`src/rtl/pwm_pair_pkg.sv`:
```
package pwm_pair_pkg;
  localparam int NCH      = 2;
  localparam int DATA_W   = 32;
  localparam int CNT_W    = 16;
  localparam int DIV_W    = 7;
  localparam int NSRC     = 4;
  localparam int SEL_W    = $clog2(NSRC);
  // word index decoded from reg_addr[3:2]
  localparam logic [1:0] WIDX_DUTY_A = 2'd0;
  localparam logic [1:0] WIDX_DUTY_B = 2'd1;
  localparam logic [1:0] WIDX_CTRL   = 2'd2;
  // control field positions per channel
  localparam int EN_POS0   = 0;
  localparam int SEL_POS0  = 4;
  localparam int DIV_POS0  = 8;
  localparam int RUN_POS0  = 15;
  localparam int CH_STRIDE = 8;
endpackage

```
`src/rtl/pwm_pair_regs.sv`:
```
module pwm_pair_regs
  import pwm_pair_pkg::*;
(
  input  logic                           clk,
  input  logic                           rst_n,
  input  logic                           wr,
  input  logic [3:0]                     addr,
  input  logic [DATA_W-1:0]              wdata,
  output logic [DATA_W-1:0]              rdata,
  output logic [NCH-1:0][DATA_W-1:0]     duty,
  output logic [DATA_W-1:0]              ctrl
);
  logic [1:0] widx;
  assign widx = addr[3:2];

  always_ff @(posedge clk) begin
    if (!rst_n) begin
      duty <= '0;
      ctrl <= '0;
    end else if (wr) begin
      case (widx)
        WIDX_DUTY_A: duty[0] <= wdata;
        WIDX_DUTY_B: duty[1] <= wdata;
        WIDX_CTRL:   ctrl    <= wdata;
        default: ;
      endcase
    end
  end

  always_comb begin
    case (widx)
      WIDX_DUTY_A: rdata = duty[0];
      WIDX_DUTY_B: rdata = duty[1];
      WIDX_CTRL:   rdata = ctrl;
      default:     rdata = '0;
    endcase
  end

  assert_unmapped_ignored_R1: assert property (@(posedge clk) disable iff (!rst_n)
    (wr && widx == 2'd3) |=> ($stable(ctrl) && $stable(duty)));
endmodule

```
`src/rtl/pwm_pair_prescale.sv`:
```
module pwm_pair_prescale
  import pwm_pair_pkg::*;
(
  input  logic             clk,
  input  logic             rst_n,
  input  logic             en,
  input  logic             run,
  input  logic [SEL_W-1:0] sel,
  input  logic [DIV_W-1:0] div,
  input  logic [NSRC-1:0]  src,
  output logic             tick
);
  logic [DIV_W-1:0] cnt;
  logic             strobe;

  assign strobe = src[sel];
  assign tick   = en && run && strobe && (cnt == div);

  always_ff @(posedge clk) begin
    if (!rst_n || !en) cnt <= '0;
    else if (run && strobe) begin
      if (cnt == div) cnt <= '0;
      else            cnt <= cnt + 1'b1;
    end
  end

  assert_cleared_off_R8: assert property (@(posedge clk) disable iff (!rst_n)
    !en |=> (cnt == '0));
  assert_hold_gated_R9: assert property (@(posedge clk) disable iff (!rst_n)
    (en && !run) |=> $stable(cnt));
endmodule

```
`src/rtl/pwm_pair_phase.sv`:
```
module pwm_pair_phase
  import pwm_pair_pkg::*;
(
  input  logic             clk,
  input  logic             rst_n,
  input  logic             en,
  input  logic             tick,
  input  logic [CNT_W-1:0] hi_in,
  input  logic [CNT_W-1:0] lo_in,
  output logic             out
);
  localparam int POS_W = CNT_W + 1;

  logic [CNT_W-1:0] hi_w, lo_w;
  logic [POS_W-1:0] pos, total;
  logic             last;

  assign total = {1'b0, hi_w} + {1'b0, lo_w};
  assign last  = (pos + 1'b1) >= total;
  assign out   = en && (pos < {1'b0, hi_w});

  always_ff @(posedge clk) begin
    if (!rst_n) begin
      pos  <= '0;
      hi_w <= '0;
      lo_w <= '0;
    end else if (!en) begin
      pos  <= '0;
      hi_w <= hi_in;
      lo_w <= lo_in;
    end else if (tick) begin
      if (last) begin
        pos  <= '0;
        hi_w <= hi_in;
        lo_w <= lo_in;
      end else begin
        pos <= pos + 1'b1;
      end
    end
  end

  assert_pos_cleared_R8: assert property (@(posedge clk) disable iff (!rst_n)
    !en |=> (pos == '0));
  assert_pos_hold_R9: assert property (@(posedge clk) disable iff (!rst_n)
    (en && !tick) |=> ($stable(pos) && $stable(hi_w) && $stable(lo_w)));
  assert_pos_bound_R5: assert property (@(posedge clk) disable iff (!rst_n)
    (total != '0) |-> (pos < total));
endmodule

```
`src/rtl/pwm_pair.sv`:
```
module pwm_pair
  import pwm_pair_pkg::*;
(
  input  logic              clk,
  input  logic              rst_n,
  input  logic              reg_wr,
  input  logic [3:0]        reg_addr,
  input  logic [31:0]       reg_wdata,
  output logic [31:0]       reg_rdata,
  input  logic [3:0]        src_tick,
  output logic [1:0]        pwm_out
);
  logic [NCH-1:0][DATA_W-1:0] duty;
  logic [DATA_W-1:0]          ctrl;

  pwm_pair_regs u_regs (
    .clk(clk), .rst_n(rst_n), .wr(reg_wr), .addr(reg_addr),
    .wdata(reg_wdata), .rdata(reg_rdata), .duty(duty), .ctrl(ctrl)
  );

  for (genvar ch = 0; ch < NCH; ch++) begin : g_ch
    logic tick;

    pwm_pair_prescale u_pre (
      .clk(clk), .rst_n(rst_n),
      .en(ctrl[EN_POS0 + ch]),
      .run(ctrl[RUN_POS0 + ch*CH_STRIDE]),
      .sel(ctrl[SEL_POS0 + ch*SEL_W +: SEL_W]),
      .div(ctrl[DIV_POS0 + ch*CH_STRIDE +: DIV_W]),
      .src(src_tick),
      .tick(tick)
    );

    pwm_pair_phase u_phase (
      .clk(clk), .rst_n(rst_n),
      .en(ctrl[EN_POS0 + ch]),
      .tick(tick),
      .hi_in(duty[ch][DATA_W-1 -: CNT_W]),
      .lo_in(duty[ch][CNT_W-1:0]),
      .out(pwm_out[ch])
    );
  end
endmodule

```
`config.mk`:
```
export PLATFORM = sky130hd
export DESIGN_NAME = pwm_pair
export DESIGN_NICKNAME = d
export VERILOG_FILES = /design/src/rtl/pwm_pair_pkg.sv /design/src/rtl/pwm_pair_regs.sv /design/src/rtl/pwm_pair_prescale.sv /design/src/rtl/pwm_pair_phase.sv /design/src/rtl/pwm_pair.sv
export SDC_FILE = /design/constraint.sdc
export NUM_CORES = 1
export LEC_CHECK = 0
export BUFFER_PORTS_ARGS = -buffer_cell sky130_fd_sc_hd__buf_2
export CORE_ASPECT_RATIO = 1.25
export CORE_MARGIN = 5
export CORE_UTILIZATION = 50
export CTS_BUF_LIST = sky130_fd_sc_hd__clkbuf_8
export DETAILED_ROUTE_END_ITERATION = 16
export PLACE_DENSITY_LB_ADDON = 0.12
export SYNTH_ARGS = -nofsm -noshare
export SYNTH_HDL_FRONTEND = slang
export SYNTH_SLANG_ARGS = --single-unit
```
`constraint.sdc`:
```
create_clock -name clk -period 11.2 [get_ports clk]
set_input_delay 0.56 -clock clk [delete_from_list [all_inputs] [get_ports clk]]
set_output_delay 0.56 -clock clk [all_outputs]
set_load 0.005 [all_outputs]
```
==> impl_metrics.csv, run 1 <==
group,metric,value,unit
run_status,status,"complete, no violations",
yosys,yosysSeqAreaShare,33.6,%
yosys,yosysWarnings,0,
yosys,synthArstFlopShare,0,%
yosys,synth-edff-count,0,
yosys,avgSynthCellArea,8.19,um^2
worst_setup_path,cp_max_fo,32,
drt,drtAntennaViolNets,0,
final_layout,diodes,0,
clock_tree,tritoncts,"yes",
die,die_height,186,um
flow_run,drv_cap,0,
die,core_area,24500,um^2
place,place.gp.congestion,0.822,
power_and_ir_drop,ir_worst_vdd,0.109,mV
worst_setup_path,worstPathArrival,4.97,ns
clock_tree,clkTransAtPathRegs,0.06,ns
drt,vias_per_cell,5.47,
clock_tree,cts_made_buffers,37,
clock_tree,cts-resized-gates,0,
clock_tree,clockRootBuffer,"clkbuf_8",
die,pin_count,77,
timing,slew_headroom,29.8,%
power_and_ir_drop,leakage,5.53,nW
power_and_ir_drop,share_seq_of_total_power,46.6,%
place,dp_slack,6.62,ns
timing,worst_slack,6.66,ns
final_layout,areaGrowthSynthToFinish,10.1,%
power_and_ir_drop,pwr-share-comb,8.7,%
drt,firstDrtPassIters,5,
grt,grt_antenna_before_repair,1,
timing,fin_crit_sh,40.5,%
grt,grt.total_usage,23.4,%
clock_tree,clk_latency,0.53,ns
drt,routed_wl,32400,um
timing,skew,0.0169,ns
place,io_buffers,74,
die,rows,64,
clock_tree,htreeDepth,2,
clock_tree,cts_setup_buffers,0,
worst_setup_path,required,11.63,ns
place,place_hpwl,23400,um
timing,finalSetupViolCount,0,
final_layout,regArea,4160,um^2
die,initial_core_util,50.6,%
worst_setup_path,worstSetupStartpointType,"flop",
drt,drt_iter0_markers,621,
grt,grt_overflow,0,
grt,grt_max_degree,133,
drt,vias,10449,
worst_setup_path,critPathKind,"flop to flop",
clock_tree,cts_hold_buf,0,
final_layout,layout-drive-gt1-share,10.2,%
timing,clock.fmax,220,MHz
clock_tree,numClockSinks,208,
grt,grt_pass1_vias,10209,
yosys,syn_nets,1659,
drt,avgRoutedWirePerCell,17.0,um
yosys,synth_top_area_share,33.6,%
clock_tree,clk_path_buf_depth,3,
timing,tightest_slew,1.05,ns
die,die_area,28100,um^2
timing,final_max_slew_viol_count,0,
yosys,ys_ff_latch,208,
power_and_ir_drop,power_density,121,nW/um^2
final_layout,nFillCells,2376,
yosys,yosys-top-cells-area,"dfxtp_1 (34%), nand2_1 (12%), ha_1 (10%), mux2i_1 (7.9%), a21boi_0 (5.9%)",
yosys,synth_cell_types,65,
power_and_ir_drop,swShare,25.7,%
final_layout,fin_nets,1697,
power_and_ir_drop,clock_power_share,44.6,%
yosys,syn-cell-area,12400,um^2
final_layout,multi_input_area,7680,um^2
yosys,synth.most_common_cell,"nand2_1",
die,fp.dieW,151,um
timing,hold_viol_final,0,
worst_setup_path,end_kind,"flop",
grt,grt_first_pass_wirelength,53000,um
timing,final.min_clock_period,4.54,ns
yosys,syn_inst,1514,
timing,tns,0,ns
power_and_ir_drop,p_sw,425,uW
timing,rsz0062_at_grt,"false",
worst_hold_path,worstHoldPathType,"input port to flop",
yosys,ys.flop_type,"dfxtp_1",
drt,drc,0,
power_and_ir_drop,p_int,1.23,mW
yosys,synthTopCellsByCount,"nand2_1 (403), dfxtp_1 (208), ha_1 (100)",
yosys,synth_top_cell_by_area,"dfxtp_1",
area by class of cell:
| class | count | share of cell area [%] |
|---|---|---|
| Clock buffer | 46 | 4.64 |
| Sequential cell | 208 | 30.5 |
| Clock inverter | 20 | 1.02 |
| Timing Repair Buffer | 86 | 3.42 |
| Inverter | 42 | 1.15 |
| Multi-Input combinational cell | 1177 | 56.3 |
| Tap cell | 330 | 3.02 |
power groups by stage:
stage / clock, mW / combinational [mW] / sequential (mW)
finish: 0.737 / 0.144 / 0.771
global route: 0.789 / 0.159 / 0.772
CTS: 0.754 / 0.144 / 0.771
detailed placement: 0 / 0.144 / 0.787
global placement: 0 / 0.143 / 0.786
floorplan: 0 / 0.102 / 0.781
final timing paths:
kind	start	to	slack, ns	cells after the start
setup / recovery	g_ch[0].u_phase.hi_w[0]$_SDFFE_PN0P_	g_ch[0].u_phase.hi_w[0]$_SDFFE_PN0P_	6.66	15
hold / removal	reg_wdata[1]	u_regs.duty[1]$_SDFFE_PN0P_	0.32	3
setup reg to reg	g_ch[0].u_phase.hi_w[0]$_SDFFE_PN0P_	g_ch[0].u_phase.hi_w[0]$_SDFFE_PN0P_	6.66	15
hold reg to reg	u_regs.ctrl[25]$_SDFFE_PN0P_	u_regs.ctrl[25]$_SDFFE_PN0P_	0.47	2
worst max-delay path, cell delays in order (launching register included):
cell	delay (ns)
dfxtp_1	0.33
ha_1	0.21
fa_1	0.40
a21o_1	0.17
a21oi_1	0.27
o211ai_1	0.20
a31o_2	0.27
a21oi_1	0.16
xor2_1	0.18
ha_1	0.26
a21o_1	0.18
a21o_1	0.17
a221oi_1	0.24
o21a_1	0.23
o31a_2	0.87
mux2i_1	0.28
cell usage in the layout, fill, tap and decap left out, drive strengths merged, types with 4 or more instances in the layout:
cell,count
nand4,31
and2,8
nand2,403
ha,100
and3,15
a2bb2oi,5
o21ai,54
xor2,64
nand3,23
nand2b,6
a2111oi,4
mux2i,98
nor2,58
o21bai,4
a21o,30
a21oi,57
dfxtp,208
clkbuf,46
o211ai,5
a31o,5
nor2b,8
inv,55
nor3,11
o21a,5
a211oi,4
a21boi,97
xnor2,32
or2,4
a31oi,5
buf,86
cells by family (layout without fill, tap and decap cells):
group	count (synthesis)	after routing	share of synthesized area, %
adder cells (fa/ha/maj)	102	102	10.4
buffers and inverters	129	194	4.63
AND/OR/NAND/NOR	583	583	20.1
flip-flops	208	208	33.6
XOR/XNOR	96	96	6.78
multiplexers	100	100	8.27
AO/OA/AOI/OAI	296	296	16.2
through the flow:
stage                     hold WS (ns)  area (um^2)  std cells  util [%]  power [mW]
after floorplan                  0.442        12400       1514         -       0.883
after global placement           0.453        12900       1843      52.6       0.929
after detailed placement         0.458        12900       1843      52.6       0.930
after CTS                        0.300        13700       1909      55.7        1.67
after global routing             0.305        13700       1909      55.7        1.72
final                            0.319        13700       1909      55.7        1.65
per-layer routing:
metal / global-route usage [%] / up-vias / part of all wire (%)
met5: 0 / - / 0.040
met4: 7.80 / 2 / 3.2
met3: 3.95 / 61 / 4.7
met2: 38.2 / 244 / 46
met1: 31.5 / 4868 / 47
li1: - / 5274 / -
state kept, by name, summed over array words and instances (netlist names):
signal	flops
u_regs.duty	64
u_regs.ctrl	32
g_ch.u_phase.hi_w	32
g_ch.u_pre.cnt	14
g_ch.u_phase.lo_w	32
g_ch.u_phase.pos	34
Note: power is estimated with default switching activity, not from simulation.
==> inputs of run 2 (changes only) <==
- clock period: 11.2 -> 4.7 ns (I/O delays scaled with it)
==> run 2 against run 1 <==
Effect of this change:
- via count up 1.2%
- sequential power is 140% higher
- non-clock buffer count increased by 35
- register-to-register slack lost 6.2 ns
- fmax up 7.3%
- worst setup slack got worse by 6.2 ns
- clock-buffer cell count decreased by 1
- critical endpoint is now g_ch[1].u_phase.lo_w[9]$_SDFFE_PN0P_
- core utilization grew 1.4 points
- sequential share of layout area down 0.73 points
- flip-flop and latch count did not move
- total power up 140%
==> impl_metrics.csv, run 2 (same netlist as run 1, synthesis figures left out) <==
group,metric,value,unit
timing,final.min_clock_period,4.23,ns
worst_setup_path,cp_max_fo,32,
worst_setup_path,end_kind,"flop",
final_layout,largest_registers,"u_regs.duty x64, g_ch.u_phase.pos x34",
grt,grt_max_degree,115,
die,rows,64,
timing,finalSetupViolCount,0,
grt,grt_antenna_before_repair,0,
place,place_inst,1846,
timing,tns,0,ns
timing,rsz0062_at_grt,"false",
timing,clock.fmax,236,MHz
grt,grt_pass1_vias,10258,
worst_setup_path,critPathKind,"flop to flop",
worst_setup_path,slowest_delay,0.48,ns
power_and_ir_drop,leakage,5.67,nW
worst_setup_path,worstPathArrival,4.68,ns
final_layout,mostFrequentLayoutCell,"nand2_1",
final_layout,layout_common_cells,"nand2_1 (403), dfxtp_1 (208), ha_1 (100)",
final_layout,fin_nets,1732,
clock_tree,cts-resized-gates,0,
drt,vias,10577,
clock_tree,clk_latency,0.53,ns
worst_setup_path,required,5.15,ns
final_layout,largest_reg_flops,64,
flow_run,drv_cap,0,
final_layout,nFillCells,2408,
clock_tree,cts_made_buffers,37,
final_layout,finalNonFillerCells,1942,
worst_setup_path,crit_buf_inv,1,
clock_tree,cts_setup_buffers,0,
drt,drt_iter0_markers,599,
run_status,status,"complete, no violations",
power_and_ir_drop,ir_worst_vdd,0.234,mV
die,die_height,186,um
worst_setup_path,worstSetupStartpointType,"flop",
place,place_hpwl,23800,um
clock_tree,numClockSinks,208,
clock_tree,clkTransAtPathRegs,0.06,ns
drt,routed_wl,33000,um
worst_setup_path,crit_family,"compound AO/OA/AOI/OAI gates",
place,dp_slack,0.497,ns
timing,fin_crit_sh,90.0,%
power_and_ir_drop,power_density,281,nW/um^2
drt,drc,0,
timing,tightest_slew,1.05,ns
timing,skew,0.0206,ns
grt,grt_overflow,0,
drt,firstDrtPassIters,5,
final_layout,layout-drive-gt1-share,9.99,%
clock_tree,clockRootBuffer,"clkbuf_8",
drt,avgRoutedWirePerCell,17.0,um
timing,worst_slack,0.468,ns
final_layout,areaGrowthSynthToFinish,12.8,%
die,fp.dieW,151,um
worst_setup_path,crit_chain,"ha_1 -> fa_1 -> a211oi_1 -> nor2_1 -> a311o_1 -> a21o_1 -> a31oi_1 -> xor2_1 -> ha_1 -> nand3_1 -> o221ai_1 -> a221oi_2 -> nand2_1 -> o22ai_4 -> buf_4 -> mux2i_1",
drt,vias_per_cell,5.45,
final_layout,diodes,0,
grt,grt_first_pass_wirelength,54000,um
clock_tree,clk_path_buf_depth,3,
die,die_area,28100,um^2
timing,final_max_slew_viol_count,0,
final_layout,regMostFlops,"u_regs.duty",
worst_setup_path,critPathSlowestCell,"buf_4",
worst_hold_path,worstHoldPathType,"input port to flop",
grt,grt.total_usage,23.8,%
drt,drtAntennaViolNets,0,
clock_tree,cts_hold_buf,32,
clock_tree,htreeDepth,2,
timing,hold_viol_final,0,
timing,slew_headroom,29.9,%
die,pin_count,77,
clock_tree,tritoncts,"yes",
die,core_area,24500,um^2
place,io_buffers,74,
place,place.gp.congestion,0.851,
die,initial_core_util,50.6,%
worst_setup_path,crit_path_frequent_cell,"ha_1",
## run 2: changes by cell type in the layout (fill, tap and decap cells not counted)
cell	change
dlygate4sd3_1	+32
buf_4	+2
clkinv_2	-2
buf_12	+1
clkbuf_8	-1
inv_1	+1
## run 2: worst paths after layout
kind                                                      startpoint                              endpoint  slack, ns  cells past startpoint
worst max register to register  g_ch[1].u_phase.hi_w[0]$_SDFFE_PN0P_  g_ch[1].u_phase.lo_w[9]$_SDFFE_PN0P_       0.47                     16
worst max-delay path            g_ch[1].u_phase.hi_w[0]$_SDFFE_PN0P_  g_ch[1].u_phase.lo_w[9]$_SDFFE_PN0P_       0.47                     16
worst min-delay path                                           rst_n  g_ch[1].u_phase.hi_w[0]$_SDFFE_PN0P_       0.26                      3
worst min register to register          u_regs.ctrl[31]$_SDFFE_PN0P_          u_regs.ctrl[31]$_SDFFE_PN0P_       0.46                      2
## run 2: cell type report
| type | count | area (um^2) | area share [%] |
|---|---|---|---|
| flip-flops and latches | 208 | 4160 | 29.8 |
| clock buffers | 45 | 619 | 4.43 |
| well taps | 330 | 413 | 2.95 |
| clock inverters | 19 | 133 | 0.948 |
| inverters | 42 | 158 | 1.13 |
| repair buffers | 121 | 822 | 5.88 |
| multi-input cells | 1177 | 7680 | 54.9 |
## run 2: routing by layer
metal / up-vias / GRT usage [%] / routed length (um)
met5: - / 0 / 0
li1: 5340 / - / -
met4: 0 / 8.35 / 1030
met2: 238 / 38.9 / 15200
met3: 50 / 3.09 / 1380
met1: 4949 / 32.5 / 15400
## run 2: tightest hold or removal path, stage by stage
cell	delay (ns)
buf_6	0.26
nand2_1	0.16
mux2i_1	0.05
## run 2: where the power goes
part | switching, mW | internal (mW) | leakage [nW]
clock | 0.750 | 0.972 | 0.431
combinational | 0.219 | 0.148 | 3.56
sequential | 0.0348 | 1.80 | 1.68
total | 1.00 | 2.92 | 5.67
## run 2: per-stage QoR
| step | util, % | total power, mW | hold slack [ns] | cell area (um^2) |
|---|---|---|---|---|
| 6_report | 57.1 | 3.93 | 0.262 | 14000 |
| 5_1_grt | 57.1 | 4.09 | 0.300 | 14000 |
| 4_1_cts | 57.1 | 3.97 | 0.256 | 14000 |
| 3_5_place_dp | 52.7 | 2.22 | 0.457 | 12900 |
| 3_3_place_gp | 52.7 | 2.22 | 0.450 | 12900 |
| 2_1_floorplan | - | 2.10 | 0.380 | 12400 |
==> inputs of run 3 (changes only) <==
- clock period: 4.7 -> 4.8 ns (I/O delays scaled with it)
==> run 3 against run 2 <==
Effect of this change:
- critical path depth did not move
- wire length shrank 0.94%
- clock power decreased by 6%
- flip-flop and latch count unchanged
- total power decreased by 3.8%
- non-clock buffer count stayed put
- critical path type unchanged
==> impl_metrics.csv, run 3 (same netlist as run 1, synthesis figures left out) <==
group,metric,value,unit
die,fp.dieW,151,um
worst_setup_path,rr_startpoint,"g_ch[1].u_phase.lo_w[0]$_SDFFE_PN0P_",
die,die_area,28100,um^2
clock_tree,clk_path_buf_depth,3,
die,initial_core_util,50.6,%
drt,vias,10456,
timing,finalSetupViolCount,0,
timing,clock.fmax,241,MHz
final_layout,regArea,4160,um^2
clock_tree,cts_hold_buf,32,
final_layout,nFillCells,2363,
final_layout,largest_reg_flops,64,
worst_setup_path,rrSetupSlack,0.65,ns
timing,final.min_clock_period,4.15,ns
timing,tns,0,ns
timing,tightest_slew,0.823,ns
timing,final_max_slew_viol_count,0,
final_layout,stdcell_area,14000,um^2
clock_tree,cts-resized-gates,0,
grt,grt_first_pass_wirelength,54000,um
worst_setup_path,crit_family,"compound AO/OA/AOI/OAI gates",
drt,firstDrtPassIters,5,
clock_tree,tritoncts,"yes",
power_and_ir_drop,leakage,5.67,nW
timing,holdWs,0.153,ns
clock_tree,numClockSinks,208,
final_layout,regMostFlops,"u_regs.duty",
grt,grt_pass1_vias,10148,
final_layout,multi_input_area,7680,um^2
timing,slew_headroom,45.1,%
worst_setup_path,crit_path_frequent_cell,"ha_1",
worst_setup_path,required,5.26,ns
timing,hold_viol_final,0,
worst_setup_path,worstSetupStartpointType,"flop",
worst_setup_path,worstPathArrival,4.61,ns
die,pin_count,77,
drt,routed_wl,32700,um
grt,grt_antenna_before_repair,0,
worst_setup_path,end_kind,"flop",
final_layout,largest_registers,"u_regs.duty x64, g_ch.u_phase.pos x34",
final_layout,layout-drive-gt1-share,9.93,%
clock_tree,clkTransAtPathRegs,0.06,ns
worst_setup_path,rr_worst_depth,16,
grt,grt_overflow,0,
worst_setup_path,slowest_delay,0.48,ns
final_layout,layout_common_cells,"nand2_1 (403), dfxtp_1 (208), ha_1 (100)",
timing,rsz0062_at_grt,"false",
die,core_area,24500,um^2
worst_setup_path,cp_max_fo,32,
drt,vias_per_cell,5.38,
worst_setup_path,crit_buf_inv,1,
grt,grt.total_usage,23.9,%
drt,drt_iter0_markers,689,
grt,grt_max_degree,88,
worst_hold_path,holdPathEnd,"g_ch[0].u_phase.lo_w[14]$_SDFFE_PN0P_",
place,place_hpwl,23700,um
die,rows,64,
clock_tree,htreeDepth,2,
clock_tree,clockRootBuffer,"clkbuf_8",
timing,skew,0.0252,ns
place,place_area,12900,um^2
worst_setup_path,worstReg2RegEnd,"g_ch[1].u_phase.lo_w[4]$_SDFFE_PN0P_",
die,die_height,186,um
power_and_ir_drop,power_density,270,nW/um^2
clock_tree,cts_setup_buffers,0,
place,io_buffers,74,
worst_setup_path,crit_chain,"ha_1 -> fa_1 -> a211oi_1 -> nor2_1 -> a311o_1 -> a21o_1 -> a31oi_1 -> xor2_1 -> ha_1 -> nand3_1 -> o221ai_1 -> a221oi_2 -> nand2_1 -> o22ai_4 -> buf_4 -> mux2i_1",
timing,fin_crit_sh,86.4,%
power_and_ir_drop,ir_worst_vdd,0.272,mV
place,place.gp.congestion,0.838,
worst_setup_path,critPathKind,"flop to flop",
drt,avgRoutedWirePerCell,16.8,um
worst_hold_path,hold_depth,3,
worst_hold_path,min_from,"rst_n",
run_status,status,"complete, no violations",
worst_setup_path,critPathSlowestCell,"buf_4",
final_layout,areaGrowthSynthToFinish,12.5,%
drt,drc,0,
drt,drtAntennaViolNets,0,
clock_tree,clk_latency,0.55,ns
flow_run,drv_cap,0,
final_layout,diodes,0,
final_layout,mostFrequentLayoutCell,"nand2_1",
worst_hold_path,worstHoldPathType,"input port to flop",
final_layout,fin_nets,1732,
power_and_ir_drop,finalPower,3.78,mW
clock_tree,cts_made_buffers,37,
==> run 3: cell types whose count changed in the layout (fill, tap and decap cells not counted) <==
cell | before | now
bufinv_16 | 2 | 0
clkinv_8 | 0 | 1
clkinvlp_4 | 2 | 1
inv_1 | 56 | 57
inv_12 | 0 | 1
==> run 3: cell type report <==
class,count,share of cell area [%]
Sequential cell,208,29.8
Tap cell,330,2.96
Inverter,42,1.13
Clock inverter,19,0.726
Clock buffer,45,4.44
Multi-Input combinational cell,1177,55.0
Timing Repair Buffer,121,5.89
==> run 3: per-stage QoR <==
stage / utilization [%] / instances / setup slack (ns)
after CTS: 57.0 / 1942 / 0.642
final: 57.0 / 1942 / 0.651
after global routing: 57.0 / 1942 / 0.326
after floorplan: - / 1514 / 0.784
after detailed placement: 52.7 / 1846 / 0.665
after global placement: 52.7 / 1846 / 0.746
==> run 3: worst min-delay path: stages <==
cell	delay (ns)
buf_6	0.21
nand2_1	0.12
mux2i_1	0.06
==> run 3: worst max-delay path by stage <==
stage               slack (ns)                               endpoint  depth (start not counted)                            startpoint
finish                    0.65   g_ch[1].u_phase.lo_w[4]$_SDFFE_PN0P_                         16  g_ch[1].u_phase.lo_w[0]$_SDFFE_PN0P_
global route              0.33   g_ch[1].u_phase.lo_w[3]$_SDFFE_PN0P_                         16  g_ch[1].u_phase.hi_w[0]$_SDFFE_PN0P_
CTS                       0.64   g_ch[1].u_phase.lo_w[4]$_SDFFE_PN0P_                         16  g_ch[1].u_phase.hi_w[0]$_SDFFE_PN0P_
detailed placement        0.66   g_ch[1].u_phase.lo_w[4]$_SDFFE_PN0P_                         16  g_ch[1].u_phase.hi_w[0]$_SDFFE_PN0P_
global placement          0.75   g_ch[1].u_phase.hi_w[1]$_SDFFE_PN0P_                         16  g_ch[1].u_phase.hi_w[0]$_SDFFE_PN0P_
floorplan                 0.78  g_ch[1].u_phase.hi_w[10]$_SDFFE_PN0P_                         16  g_ch[1].u_phase.lo_w[0]$_SDFFE_PN0P_
==> run 3: metal layers <==
| metal | track usage [%] | wire length (um) |
|---|---|---|
| met1 | 32.7 | 15300 |
| met2 | 38.2 | 14800 |
| met3 | 3.85 | 1520 |
| met4 | 8.49 | 1130 |
| met5 | 0 | 0 |
==> run 3: where the power goes <==
| part | switching [mW] | leakage (nW) | total (mW) | internal (mW) |
|---|---|---|---|---|
| clock | 0.761 | 0.422 | 1.62 | 0.855 |
| sequential | 0.0334 | 1.68 | 1.80 | 1.77 |
| combinational | 0.214 | 3.56 | 0.361 | 0.147 |
| total | 1.01 | 5.67 | 3.78 | 2.77 |
